### src/rtl/lsu_pkg.sv
package lsu_pkg;
  typedef enum logic [1:0] {SZ_NONE, SZ_BYTE, SZ_HALF, SZ_WORD} acc_size_e;

  typedef struct packed {
    logic      is_load;
    logic      is_store;
    logic      sext;
    acc_size_e size;
  } acc_ctl_t;

  localparam logic [5:0] OPC_LDB  = 6'h03;
  localparam logic [5:0] OPC_LDBS = 6'h04;
  localparam logic [5:0] OPC_LDH  = 6'h05;
  localparam logic [5:0] OPC_LDHS = 6'h06;
  localparam logic [5:0] OPC_LDW  = 6'h07;
  localparam logic [5:0] OPC_STB  = 6'h08;
  localparam logic [5:0] OPC_STH  = 6'h09;
  localparam logic [5:0] OPC_STW  = 6'h0A;

  function automatic acc_ctl_t decode_op(input logic [5:0] op);
    acc_ctl_t c;
    c = '{is_load: 1'b0, is_store: 1'b0, sext: 1'b0, size: SZ_NONE};
    case (op)
      OPC_LDB:  begin c.is_load = 1'b1; c.size = SZ_BYTE; end
      OPC_LDBS: begin c.is_load = 1'b1; c.size = SZ_BYTE; c.sext = 1'b1; end
      OPC_LDH:  begin c.is_load = 1'b1; c.size = SZ_HALF; end
      OPC_LDHS: begin c.is_load = 1'b1; c.size = SZ_HALF; c.sext = 1'b1; end
      OPC_LDW:  begin c.is_load = 1'b1; c.size = SZ_WORD; end
      OPC_STB:  begin c.is_store = 1'b1; c.size = SZ_BYTE; end
      OPC_STH:  begin c.is_store = 1'b1; c.size = SZ_HALF; end
      OPC_STW:  begin c.is_store = 1'b1; c.size = SZ_WORD; end
      default:  ;
    endcase
    return c;
  endfunction
endpackage

### src/rtl/lsu_agen.sv
module lsu_agen
  import lsu_pkg::*;
#(
  parameter int ADDR_W = 32,
  parameter int OFF_W  = 16,
  parameter int LANE_W = 2
) (
  input  logic [ADDR_W-1:0] base_i,
  input  logic [OFF_W-1:0]  offset_i,
  input  acc_size_e         size_i,
  output logic [ADDR_W-1:0] ea_o,
  output logic              misalign_o
);
  logic [ADDR_W-1:0] off_ext;

  assign off_ext = {{(ADDR_W-OFF_W){offset_i[OFF_W-1]}}, offset_i};
  assign ea_o    = base_i + off_ext;

  always_comb begin
    unique case (size_i)
      SZ_HALF: misalign_o = ea_o[0];
      SZ_WORD: misalign_o = |ea_o[LANE_W-1:0];
      default: misalign_o = 1'b0;
    endcase
  end

  always_comb begin

    byte_never_faults_chk: assert (!(size_i == SZ_BYTE && misalign_o));

    no_size_no_fault_chk: assert (!(size_i == SZ_NONE && misalign_o));
  end
endmodule

### src/rtl/lsu_store_lane.sv
module lsu_store_lane
  import lsu_pkg::*;
#(
  parameter int DATA_W = 32,
  parameter int NBYTES = DATA_W / 8,
  parameter int LANE_W = $clog2(NBYTES)
) (
  input  logic              en_i,
  input  acc_size_e         size_i,
  input  logic [LANE_W-1:0] lane_i,
  input  logic [DATA_W-1:0] data_i,
  output logic [NBYTES-1:0] be_o,
  output logic [DATA_W-1:0] wdata_o
);
  for (genvar k = 0; k < NBYTES; k++) begin : g_lane
    logic hit_b, hit_h, hit;
    logic [7:0] src;
    assign hit_b = (size_i == SZ_BYTE) && (lane_i == LANE_W'(k));
    assign hit_h = (size_i == SZ_HALF) &&
                   (lane_i[LANE_W-1:1] == (LANE_W-1)'(k / 2));
    assign hit   = en_i && (hit_b || hit_h || (size_i == SZ_WORD));
    always_comb begin
      unique case (size_i)
        SZ_BYTE: src = data_i[7:0];
        SZ_HALF: src = data_i[8*(k%2) +: 8];
        default: src = data_i[8*k +: 8];
      endcase
    end
    assign be_o[k]          = hit;
    assign wdata_o[8*k +: 8] = hit ? src : 8'h00;
  end

  always_comb begin

    be_shape_chk: assert ($countones(be_o) == 0 || $countones(be_o) == 1 ||
                          $countones(be_o) == 2 || $countones(be_o) == NBYTES);

    idle_no_data_chk: assert (en_i || wdata_o == '0);
  end
endmodule

### src/rtl/lsu_load_extract.sv
module lsu_load_extract
  import lsu_pkg::*;
#(
  parameter int DATA_W = 32,
  parameter int NBYTES = DATA_W / 8,
  parameter int LANE_W = $clog2(NBYTES)
) (
  input  logic              en_i,
  input  logic              sext_i,
  input  acc_size_e         size_i,
  input  logic [LANE_W-1:0] lane_i,
  input  logic [DATA_W-1:0] rdata_i,
  output logic [DATA_W-1:0] result_o
);
  logic [7:0]  b_val;
  logic [15:0] h_val;

  assign b_val = rdata_i[{lane_i, 3'b000} +: 8];
  assign h_val = rdata_i[{lane_i[LANE_W-1:1], 4'b0000} +: 16];

  always_comb begin
    result_o = '0;
    if (en_i) begin
      unique case (size_i)
        SZ_BYTE: result_o = {{(DATA_W-8){sext_i & b_val[7]}}, b_val};
        SZ_HALF: result_o = {{(DATA_W-16){sext_i & h_val[15]}}, h_val};
        SZ_WORD: result_o = rdata_i;
        default: result_o = '0;
      endcase
    end
  end

  always_comb begin

    zext_byte_chk: assert (!(en_i && size_i == SZ_BYTE && !sext_i) ||
                           result_o[DATA_W-1:8] == '0);

    zext_half_chk: assert (!(en_i && size_i == SZ_HALF && !sext_i) ||
                           result_o[DATA_W-1:16] == '0);
  end
endmodule

### src/rtl/lsu_align_unit.sv
module lsu_align_unit
  import lsu_pkg::*;
#(
  parameter int ADDR_W = 32,
  parameter int DATA_W = 32,
  parameter int OFF_W  = 16,
  localparam int NBYTES = DATA_W / 8,
  localparam int LANE_W = $clog2(NBYTES)
) (
  input  logic [5:0]             op_i,
  input  logic [ADDR_W-1:0]      base_i,
  input  logic [OFF_W-1:0]       offset_i,
  input  logic [DATA_W-1:0]      store_data_i,
  input  logic [DATA_W-1:0]      rdata_i,
  output logic [ADDR_W-LANE_W-1:0] mem_addr_o,
  output logic [NBYTES-1:0]      be_o,
  output logic [DATA_W-1:0]      wdata_o,
  output logic [DATA_W-1:0]      load_data_o,
  output logic                   misalign_o
);
  acc_ctl_t          ctl;
  logic [ADDR_W-1:0] ea;
  logic              fault;

  assign ctl = decode_op(op_i);

  lsu_agen #(.ADDR_W(ADDR_W), .OFF_W(OFF_W), .LANE_W(LANE_W)) u_agen (
    .base_i    (base_i),
    .offset_i  (offset_i),
    .size_i    (ctl.size),
    .ea_o      (ea),
    .misalign_o(fault)
  );

  lsu_store_lane #(.DATA_W(DATA_W)) u_st (
    .en_i   (ctl.is_store && !fault),
    .size_i (ctl.size),
    .lane_i (ea[LANE_W-1:0]),
    .data_i (store_data_i),
    .be_o   (be_o),
    .wdata_o(wdata_o)
  );

  lsu_load_extract #(.DATA_W(DATA_W)) u_ld (
    .en_i    (ctl.is_load && !fault),
    .sext_i  (ctl.sext),
    .size_i  (ctl.size),
    .lane_i  (ea[LANE_W-1:0]),
    .rdata_i (rdata_i),
    .result_o(load_data_o)
  );

  assign mem_addr_o = ea[ADDR_W-1:LANE_W];
  assign misalign_o = fault;

  always_comb begin

    fault_blocks_access_chk: assert (!misalign_o ||
                                     (be_o == '0 && load_data_o == '0));

    idle_op_quiet_chk: assert (ctl.is_load || ctl.is_store ||
                               (!misalign_o && be_o == '0 && load_data_o == '0));

    load_no_write_chk: assert (!ctl.is_load || be_o == '0);
  end
endmodule

### config.mk
export PLATFORM = sky130hd
export DESIGN_NAME = lsu_align_unit
export DESIGN_NICKNAME = d
export VERILOG_FILES = /design/src/rtl/lsu_pkg.sv /design/src/rtl/lsu_agen.sv /design/src/rtl/lsu_store_lane.sv /design/src/rtl/lsu_load_extract.sv /design/src/rtl/lsu_align_unit.sv
export SDC_FILE = /design/constraint.sdc
export NUM_CORES = 1
export LEC_CHECK = 0
export BUFFER_PORTS_ARGS = -buffer_cell sky130_fd_sc_hd__buf_2
export CAP_MARGIN = 25
export CORE_MARGIN = 2
export CORE_UTILIZATION = 45
export DETAILED_ROUTE_END_ITERATION = 8
export PLACE_DENSITY = 0.88
export RECOVER_POWER = 25
export SYNTH_ARGS = -nofsm -noshare
export SYNTH_HDL_FRONTEND = slang
export SYNTH_SLANG_ARGS = --single-unit
### constraint.sdc
create_clock -name vclk -period 5.75
set_input_delay 1.15 -clock vclk [all_inputs]
set_output_delay 1.15 -clock vclk [all_outputs]
set_load 0.01 [all_outputs]
; Yosys cells after proc, flatten, opt, wreduce, memory -nomap -nowiden
; Cells that the tools add are included.
[word_totals]
ff_bits = 0
out_inout_bits = 99
wordCells = 64
[op_classes]
bitwise_logic = 3
n_eq_ne = 14
n_reduce_logical = 30
shift = 2
n_addsub = 1
mux = 14
[op_table]
columns = op, count
row1 = case mux 32 bit (3 select lines), 1
row2 = 2-to-1 mux 8 bit, 6
row3 = adder 32 bit, 1
row4 = 2-to-1 mux 32 bit, 1
row5 = indexed part select 32 x 6 -> 16 bit, 1
row6 = indexed part select 32 x 6 -> 8 bit, 1
row7 = "equality test 6 x 3 -> 1 bit, second input constant", 4
row8 = "equality test 6 x 4 -> 1 bit, second input constant", 3
row9 = case mux 8 bit (2 select lines), 1
row10 = logical AND 1 bit, 12
row11 = OR reduction 3 bit, 3
row12 = "equality test 2 bit, second input constant", 4
row13 = logical OR 1 bit, 8
row14 = OR reduction 2 bit, 4
row15 = "equality test 6 x 2 -> 1 bit, second input constant", 1
row16 = case mux 2 bit (3 select lines), 1
row17 = OR reduction 5 bit, 1
row18 = "equality test 2 x 1 -> 1 bit, second input constant", 2
row19 = 2-to-1 mux 1 bit, 3
row20 = AND 1 bit, 2
row21 = zero test 2 bit, 1
row22 = case mux 1 bit (2 select lines), 1
row23 = zero test 1 bit, 1
row24 = inverter 1 bit, 1

; Logic depth before layout (Yosys ltp)
; Gate-level depths: netlist (run 1).
[depth]
word_depth = 9
depth_mapped = 15

; Cells and area by module
; From an unflattened synthesis (run 1), not the netlist that was laid out.
[unflattened]
hier_cells = 457
hier_area_um2 = 3204.3
[by_module_without_submodules]
columns = mod, seq_area_each_um2, area_per_inst_um2, cells_per_inst, n_inst
row1 = lsu_agen, 0.0, 1755.4, 243, 1
row2 = lsu_load_extract, 0.0, 704.4, 105, 1
row3 = lsu_store_lane, 0.0, 659.4, 95, 1
row4 = lsu_align_unit, 0.0, 85.1, 14, 1

; Worst setup path before layout (run 1)
; OpenSTA, ideal clock, no wires.
[synth_timing]
kind = input -> output
from = in op_i[5]
to = out wdata_o[10]
required_ps = 4600
t_arrival_ps = 3506
stages = 11
setup_slack_ps = 1094
cell_sequence = or2_2 -> clkbuf_1 -> a211o_1 -> inv_1 -> ha_1 -> clkbuf_1 -> a21o_1 -> clkbuf_1 -> clkbuf_1 -> o21ai_1 -> nor2_1
[synth_via]
elab_chain_cells = 9
word_cells_on_any_way = 27
cone_classes = eq/ne (11) / mux (5) / reduce/logical (11)
[synth_rtl]
columns = element, line
row1 = from (decl), lsu_align_unit.sv:10  ; input logic [5:0] op_i,
row2 = "equality test 6 x 3 -> 1 bit, or another cell as far along", lsu_pkg.sv:23  ; case (op)
row3 = OR reduction 3 bit (no source line) or OR reduction 2 bit (tied branches), n/a
row4 = case mux 2 bit (3 select lines), lsu_pkg.sv:23
row5 = "equality test 2 bit, or another cell as far along", "lsu_agen.sv:20, lsu_store_lane.sv:21"
row6 = "case mux 1 bit (2 select lines), or another cell as far along", lsu_agen.sv:20  ; unique case (size_i)
row7 = zero test 1 bit or logical OR 1 bit (tied branches), "lsu_align_unit.sv:36, lsu_store_lane.sv:21"
row8 = logical AND 1 bit or logical OR 1 bit (tied branches), "lsu_align_unit.sv:36, lsu_store_lane.sv:21"
row9 = logical AND 1 bit, lsu_store_lane.sv:21  ; assign hit = en_i && (hit_b || hit_h || (size_i == SZ_WORD));
row10 = 2-to-1 mux 8 bit (*), lsu_store_lane.sv:30  ; assign wdata_o[8*k +: 8] = hit ? src : 8'h00;
row11 = to (decl), lsu_align_unit.sv:17  ; output logic [DATA_W-1:0] wdata_o,
; Mark *: on every way between the ends. The rest lies on a longest branch, timed or not.

; Final worst setup path (run 1)
[layout_timing]
from = in op_i[3]
to = out wdata_o[3]
[layout_via]
elab_chain_cells = 9
word_cells_on_any_way = 26
cone_classes = eq/ne (11) / mux (4) / reduce/logical (11)
[layout_rtl]
columns = element, line
row1 = "equality test 6 x 3 -> 1 bit, or another cell as far along", lsu_pkg.sv:23
row2 = OR reduction 3 bit (no source line) or OR reduction 2 bit (tied branches), n/a
row3 = case mux 2 bit (3 select lines), lsu_pkg.sv:23
row4 = "equality test 2 bit, or another cell as far along", "lsu_agen.sv:20, lsu_store_lane.sv:21"
row5 = "case mux 1 bit (2 select lines), or another cell as far along", lsu_agen.sv:20
row6 = zero test 1 bit or logical OR 1 bit (tied branches), "lsu_align_unit.sv:36, lsu_store_lane.sv:21"
row7 = logical AND 1 bit or logical OR 1 bit (tied branches), "lsu_align_unit.sv:36, lsu_store_lane.sv:21"
row8 = logical AND 1 bit (*), lsu_store_lane.sv:21
row9 = 2-to-1 mux 8 bit (*), lsu_store_lane.sv:30
; Marks and branches as above.

==> results of run 1 <==
-- final cells by class --
cell class | count | area, um^2
inverter | 13 | 48.8
tap | 77 | 96.3
multi-input combinational | 384 | 2770
fill | 571 | 2330
timing repair buffer | 222 | 1100
-- worst max-delay path, cell delays in order --
cell	delay (ps)
buf_2	110
nand2b_1	170
nor2_1	60
o31ai_1	430
inv_1	140
ha_1	450
a21oi_1	190
or2_2	150
a21oi_1	70
or3_1	330
nor2_1	510
and2_1	220
buf_2	130
-- cell usage in the layout, fill, tap and decap left out, types with 13 or more instances in the layout --
cell type,n
a21oi_1,44
inv_1,13
mux2i_1,16
nand2_1,31
xnor2_1,18
ha_1,35
o21ai_0,18
buf_2,199
a22oi_1,17
nor2_1,61
a21o_1,21
a211oi_1,13
clkbuf_1,18
-- worst max path at each step --
stage,from,end,cells past startpoint
global route,op_i[3],wdata_o[0],13
CTS,op_i[3],wdata_o[3],13
global placement,op_i[3],wdata_o[0],13
floorplan,op_i[5],wdata_o[10],11
finish,op_i[3],wdata_o[3],13
detailed placement,op_i[3],wdata_o[3],13
-- routing by layer --
| metal | track usage | up-vias | share of wire |
|---|---|---|---|
| li1 | - | 1998 | - |
| met1 | 0.346 | 1888 | 0.40 |
| met2 | 0.508 | 256 | 0.49 |
| met3 | 0.0253 | 38 | 0.077 |
| met4 | 0.0952 | 0 | 0.036 |
| met5 | 0 | - | 0 |
-- kinds of logic (layout without fill, tap and decap cells) --
| kind of cell | Yosys count | count (layout) |
|---|---|---|
| AO/OA/AOI/OAI | 152 | 152 |
| AND/OR/NAND/NOR | 145 | 145 |
| buffers and inverters | 42 | 235 |
| adder cells (fa/ha/maj) | 36 | 36 |
| XOR/XNOR | 26 | 26 |
| multiplexers | 25 | 25 |
-- power by group --
part | internal [uW] | total (uW) | switching [uW]
sequential | 0 | 0 | 0
combinational | 171 | 379 | 208
clock | 0 | 0 | 0
-- per-stage QoR --
step                hold WS (ps)  power [uW]
global placement            2630         370
CTS                         2640         382
finish                      2630         379
detailed placement          2640         379
floorplan                   2430         243
global route                2670         415
==> impl_metrics.json, run 1 <==
{
  "status": "completed",
  "ctsResizeCount": 0,
  "placed_area_mm2": 0.00404,
  "rows": 29,
  "drv_cap": 0,
  "synth_mux_area_frac": 0.119,
  "detail-route-antenna-nets": 0,
  "crit_fanout": 19,
  "synth_commonest_cells": "61 x nor2_1, 44 x a21oi_1, 35 x ha_1, 31 x nand2_1, 24 x clkbuf_1",
  "placedCellCount": 696,
  "avgSynthCellArea_um2": 6.91,
  "final-seq-area_um2": 0,
  "ioPinCount": 217,
  "wl_per_cell_um": 15.7,
  "coreArea_mm2": 0.00635,
  "synthesis.nets": 580,
  "layout_min_cycle_time_ps": 5250,
  "min-delay-path-class": "input pin to output pin",
  "vias": 4180,
  "synth.distinct_cells": 54,
  "synth_top_family_by_area": "compound AO/OA/AOI/OAI gates",
  "synth-xor-area-share": 0.0774,
  "yosysWarnings": 0,
  "yosysMostFrequentCell": "nor2_1",
  "dp_hpwl_um": 8990,
  "drive_gt1_frac": 0.359,
  "die-area_mm2": 0.00720,
  "setup_slack_ps": 497,
  "synth_top_area_frac": 0.149,
  "grt_pass1_vias": 3861,
  "hold_end": "wdata_o[20]",
  "vias_per_cell": 6.01,
  "vdd_drop_max_v": 0.0000802,
  "required_ps": 4600,
  "leakagePower_uw": 0.00206,
  "hold-path-cell-count": 4,
  "synth-compound-area-share": 0.355,
  "cp-end-kind": "output pin",
  "rsz0062_at_grt": "no",
  "worst-setup-path-type": "input pin to output pin",
  "area_delta_synth_final_pct": 36.5,
  "drtPass1Iterations": 5,
  "grt_pass1_wl_um": 17500,
  "place_ws_ps": 516,
  "initial_core_util": 0.463,
  "grt_use_total": 0.280,
  "setup_tns_ps": 0,
  "grt_max_degree": 33,
  "synth-adder-area-share": 0.156,
  "start_kind": "input pin",
  "synth_top_area_cell": "ha_1",
  "synth_cells": 426,
  "diodes": 0,
  "overflow": 0,
  "post_cts_buffers": 0,
  "nets": 775,
  "portBuffers": 217,
  "dieHeight_um": 84.9,
  "drc": 0,
  "min_period_over_period": 0.914,
  "postCtsHoldBufs": 0,
  "grt_antenna_before_repair": 0,
  "routabilityCongestion": 0.976,
  "drtIter0Drc": 242,
  "yosys-top-cells-area": "ha_1 15%, nor2_1 7.8%, a21oi_1 7.5%, mux4_2 6.1%, mux2i_1 5.4%",
  "synth.yosys.seq_area_share": 0,
  "final_area_mm2": 0.00402,
  "slew_violations": 0,
  "die_w_um": 84.9,
  "setup_viol": 0,
  "min_from": "store_data_i[20]",
  "finalHoldViolCount": 0,
  "final_util": 0.633,
  "final_cells": 696,
  "wirelength_um": 10900,
  "syn_area_mm2": 0.00294,
  "cp.arrival_ps": 4100,
  "p_per_area_mw_per_mm2": 94.3,
  "tightest_slew_ps": 857,
  "fmax_mhz": 190,
  "slew_headroom": 0.429,
  "nClkBuffers": 0,
  "seq_cell_count": 0,
  "synth-simple-area-share": 0.234
}
(Power assumes the default switching activity.)
==> inputs of run 2 (changes only) <==
--- a/config.mk
+++ b/config.mk
@@ -10,8 +10,9 @@
 export CORE_MARGIN = 2
 export CORE_UTILIZATION = 45
 export DETAILED_ROUTE_END_ITERATION = 8
-export PLACE_DENSITY = 0.88
+export PLACE_DENSITY = 0.86
 export RECOVER_POWER = 25
 export SYNTH_ARGS = -nofsm -noshare
 export SYNTH_HDL_FRONTEND = slang
+export SYNTH_HIERARCHICAL = 1
 export SYNTH_SLANG_ARGS = --single-unit
==> constraint.sdc (replaced) <==
create_clock -name vclk -period 4.9
set_input_delay 0.98 -clock vclk [all_inputs]
set_output_delay 0.98 -clock vclk [all_outputs]
set_load 0.01 [all_outputs]
==> impl_metrics.json, run 2 <==
{
  "grtUsageMet3": 0.0308,
  "min_from": "rdata_i[22]",
  "multiInputGateArea_mm2": 0.00298,
  "layout_commonest_cell": "buf_2",
  "grt_use_total": 0.265,
  "critical-path-slowest-cell": "o21ai_0",
  "synth_top_area_frac": 0.137,
  "die_w_um": 88.4,
  "synth_cells": 457,
  "coreArea_mm2": 0.00683,
  "drtPass1Iterations": 5,
  "drc": 0,
  "area_delta_synth_final_pct": 33.0,
  "detail-route-antenna-nets": 0,
  "min_period_over_period": 0.973,
  "grt_pass1_vias": 3885,
  "use_met2": 0.489,
  "vias_per_cell": 5.71,
  "synthesis.nets": 611,
  "yosysWarnings": 6,
  "final_area_mm2": 0.00426,
  "nClkBuffers": 0,
  "fmax_mhz": 210,
  "worst_hold_slack_ps": 2250,
  "vias": 4266,
  "start_kind": "input pin",
  "crit_chain": "buf_2 -> ha_1 -> o211ai_1 -> o21ai_0 -> o21bai_4 -> a22oi_1 -> a311oi_4 -> o311a_1 -> or3_1 -> buf_2",
  "placed_area_mm2": 0.00430,
  "slew_headroom": 0.582,
  "crit_fanout": 5,
  "crit_buf_inv": 2,
  "path_depth": 10,
  "cp.arrival_ps": 3790,
  "grt_max_degree": 21,
  "p_per_area_mw_per_mm2": 115,
  "worst_path_largest_cell_delay_ps": 510,
  "syn_area_mm2": 0.00320,
  "grt_antenna_before_repair": 0,
  "synth.distinct_cells": 65,
  "hold_end": "load_data_o[22]",
  "wirelength_um": 11400,
  "setup_tns_ps": 0,
  "avgSynthCellArea_um2": 7.01,
  "overflow": 0,
  "crit_family": "compound AO/OA/AOI/OAI gates",
  "crit_path_frequent_cell": "buf_2",
  "drtIter0Drc": 251,
  "grt_pass1_wl_um": 17300,
  "final-seq-area_um2": 0,
  "initial_core_util": 0.469,
  "status": "completed",
  "layout_min_cycle_time_ps": 4770,
  "drive_gt1_frac": 0.358,
  "setup_viol": 0,
  "die-area_mm2": 0.00781,
  "synth_commonest_cells": "52 x nand2_1, 38 x nor2_1, 35 x ha_1, 33 x a21oi_1, 28 x mux2i_1",
  "leakagePower_uw": 0.00236,
  "portBuffers": 217,
  "layout_common_cells": "197 x buf_2, 52 x nand2_1, 38 x nor2_1, 35 x ha_1, 33 x a21oi_1",
  "dp_hpwl_um": 9650,
  "rsz0062_at_grt": "no",
  "yosys-top-cells-area": "ha_1 14%, mux2i_1 8.7%, nand2_1 6.1%, a21oi_1 5.2%, mux2_2 4.9%",
  "cp-end-kind": "output pin",
  "required_ps": 3920,
  "hold-path-cell-count": 4,
  "slew_violations": 0,
  "drv_cap": 0,
  "ctsResizeCount": 0,
  "finalHoldViolCount": 0,
  "rows": 30,
  "synth.yosys.seq_area_share": 0,
  "final_cells": 747,
  "fillers": 625,
  "crit_path_start": "base_i[3]",
  "synth_top_area_cell": "ha_1",
  "min-delay-path-class": "input pin to output pin",
  "wl_per_cell_um": 15.3,
  "post_cts_buffers": 0,
  "routabilityCongestion": 1.04,
  "yosysMostFrequentCell": "nand2_1",
  "ioPinCount": 217,
  "nets": 807,
  "dieHeight_um": 88.4,
  "tightest_slew_ps": 611,
  "vdd_drop_max_v": 0.0000758,
  "worst-setup-path-type": "input pin to output pin",
  "placedCellCount": 747,
  "postCtsHoldBufs": 0,
  "gr-usage-met1": 0.330,
  "busiest_layer": "met2",
  "diodes": 0,
  "seq_cell_count": 0
}
[run 2: changes by cell type after synthesis, sizes merged, moves of 8 or more]
| cell | before | now |
|---|---|---|
| clkbuf | 24 | 13 |
| a22oi | 17 | 1 |
| buf | 5 | 16 |
| nand3 | 2 | 11 |
| mux2 | 1 | 15 |
| a21oi | 44 | 34 |
| nor2 | 61 | 38 |
| nand2 | 31 | 52 |
| a221oi | 1 | 10 |
| mux2i | 16 | 28 |
| mux4 | 8 | 0 |
| nor2b | 2 | 11 |
| a211oi | 13 | 4 |
[run 2: worst max path at each step]
stage / to / slack (ps)
after floorplan: load_data_o[20] / 450
after global placement: load_data_o[30] / 430
after detailed placement: load_data_o[30] / 350
after CTS: load_data_o[30] / 330
after global routing: mem_addr_o[29] / 30
final: mem_addr_o[29] / 130
[run 2: metal layers]
metal,wire [um],vias up
li1,-,2093
met1,4720,1951
met2,5620,210
met3,958,12
met4,121,0
met5,0,-
[run 2: power by group]
| group | switching (uW) | total [uW] | internal, uW |
|---|---|---|---|
| Combinational | 274 | 489 | 215 |
| Clock | 0 | 0 | 0 |
| Sequential | 0 | 0 | 0 |
[run 2: final cells by class]
| cell class | instances | area share |
|---|---|---|
| timing repair buffer | 223 | 0.260 |
| tap | 96 | 0.0282 |
| inverter | 15 | 0.0132 |
| multi-input combinational | 413 | 0.699 |
[run 2: logic make-up after synthesis]
family                   Yosys count  share of synthesized area
XOR/XNOR                          28                     0.0765
buffers and inverters             44                     0.0652
AND/OR/NAND/NOR                  167                      0.251
multiplexers                      43                      0.140
adder cells (fa/ha/maj)           36                      0.143
AO/OA/AOI/OAI                    139                      0.324
[run 2: tightest hold or removal path: stages]
cell and delay [ps]:
buf_2 90, nand2_1 40, nand2_1 50, buf_2 120
[run 2: through the flow]
step                      total power [uW]   util  setup WS [ps]
after floorplan                        326      -            446
after global placement                 476  0.630            434
after detailed placement               492  0.630            350
after CTS                              495  0.630            329
after global routing                   533  0.624           26.0
final                                  489  0.624            132
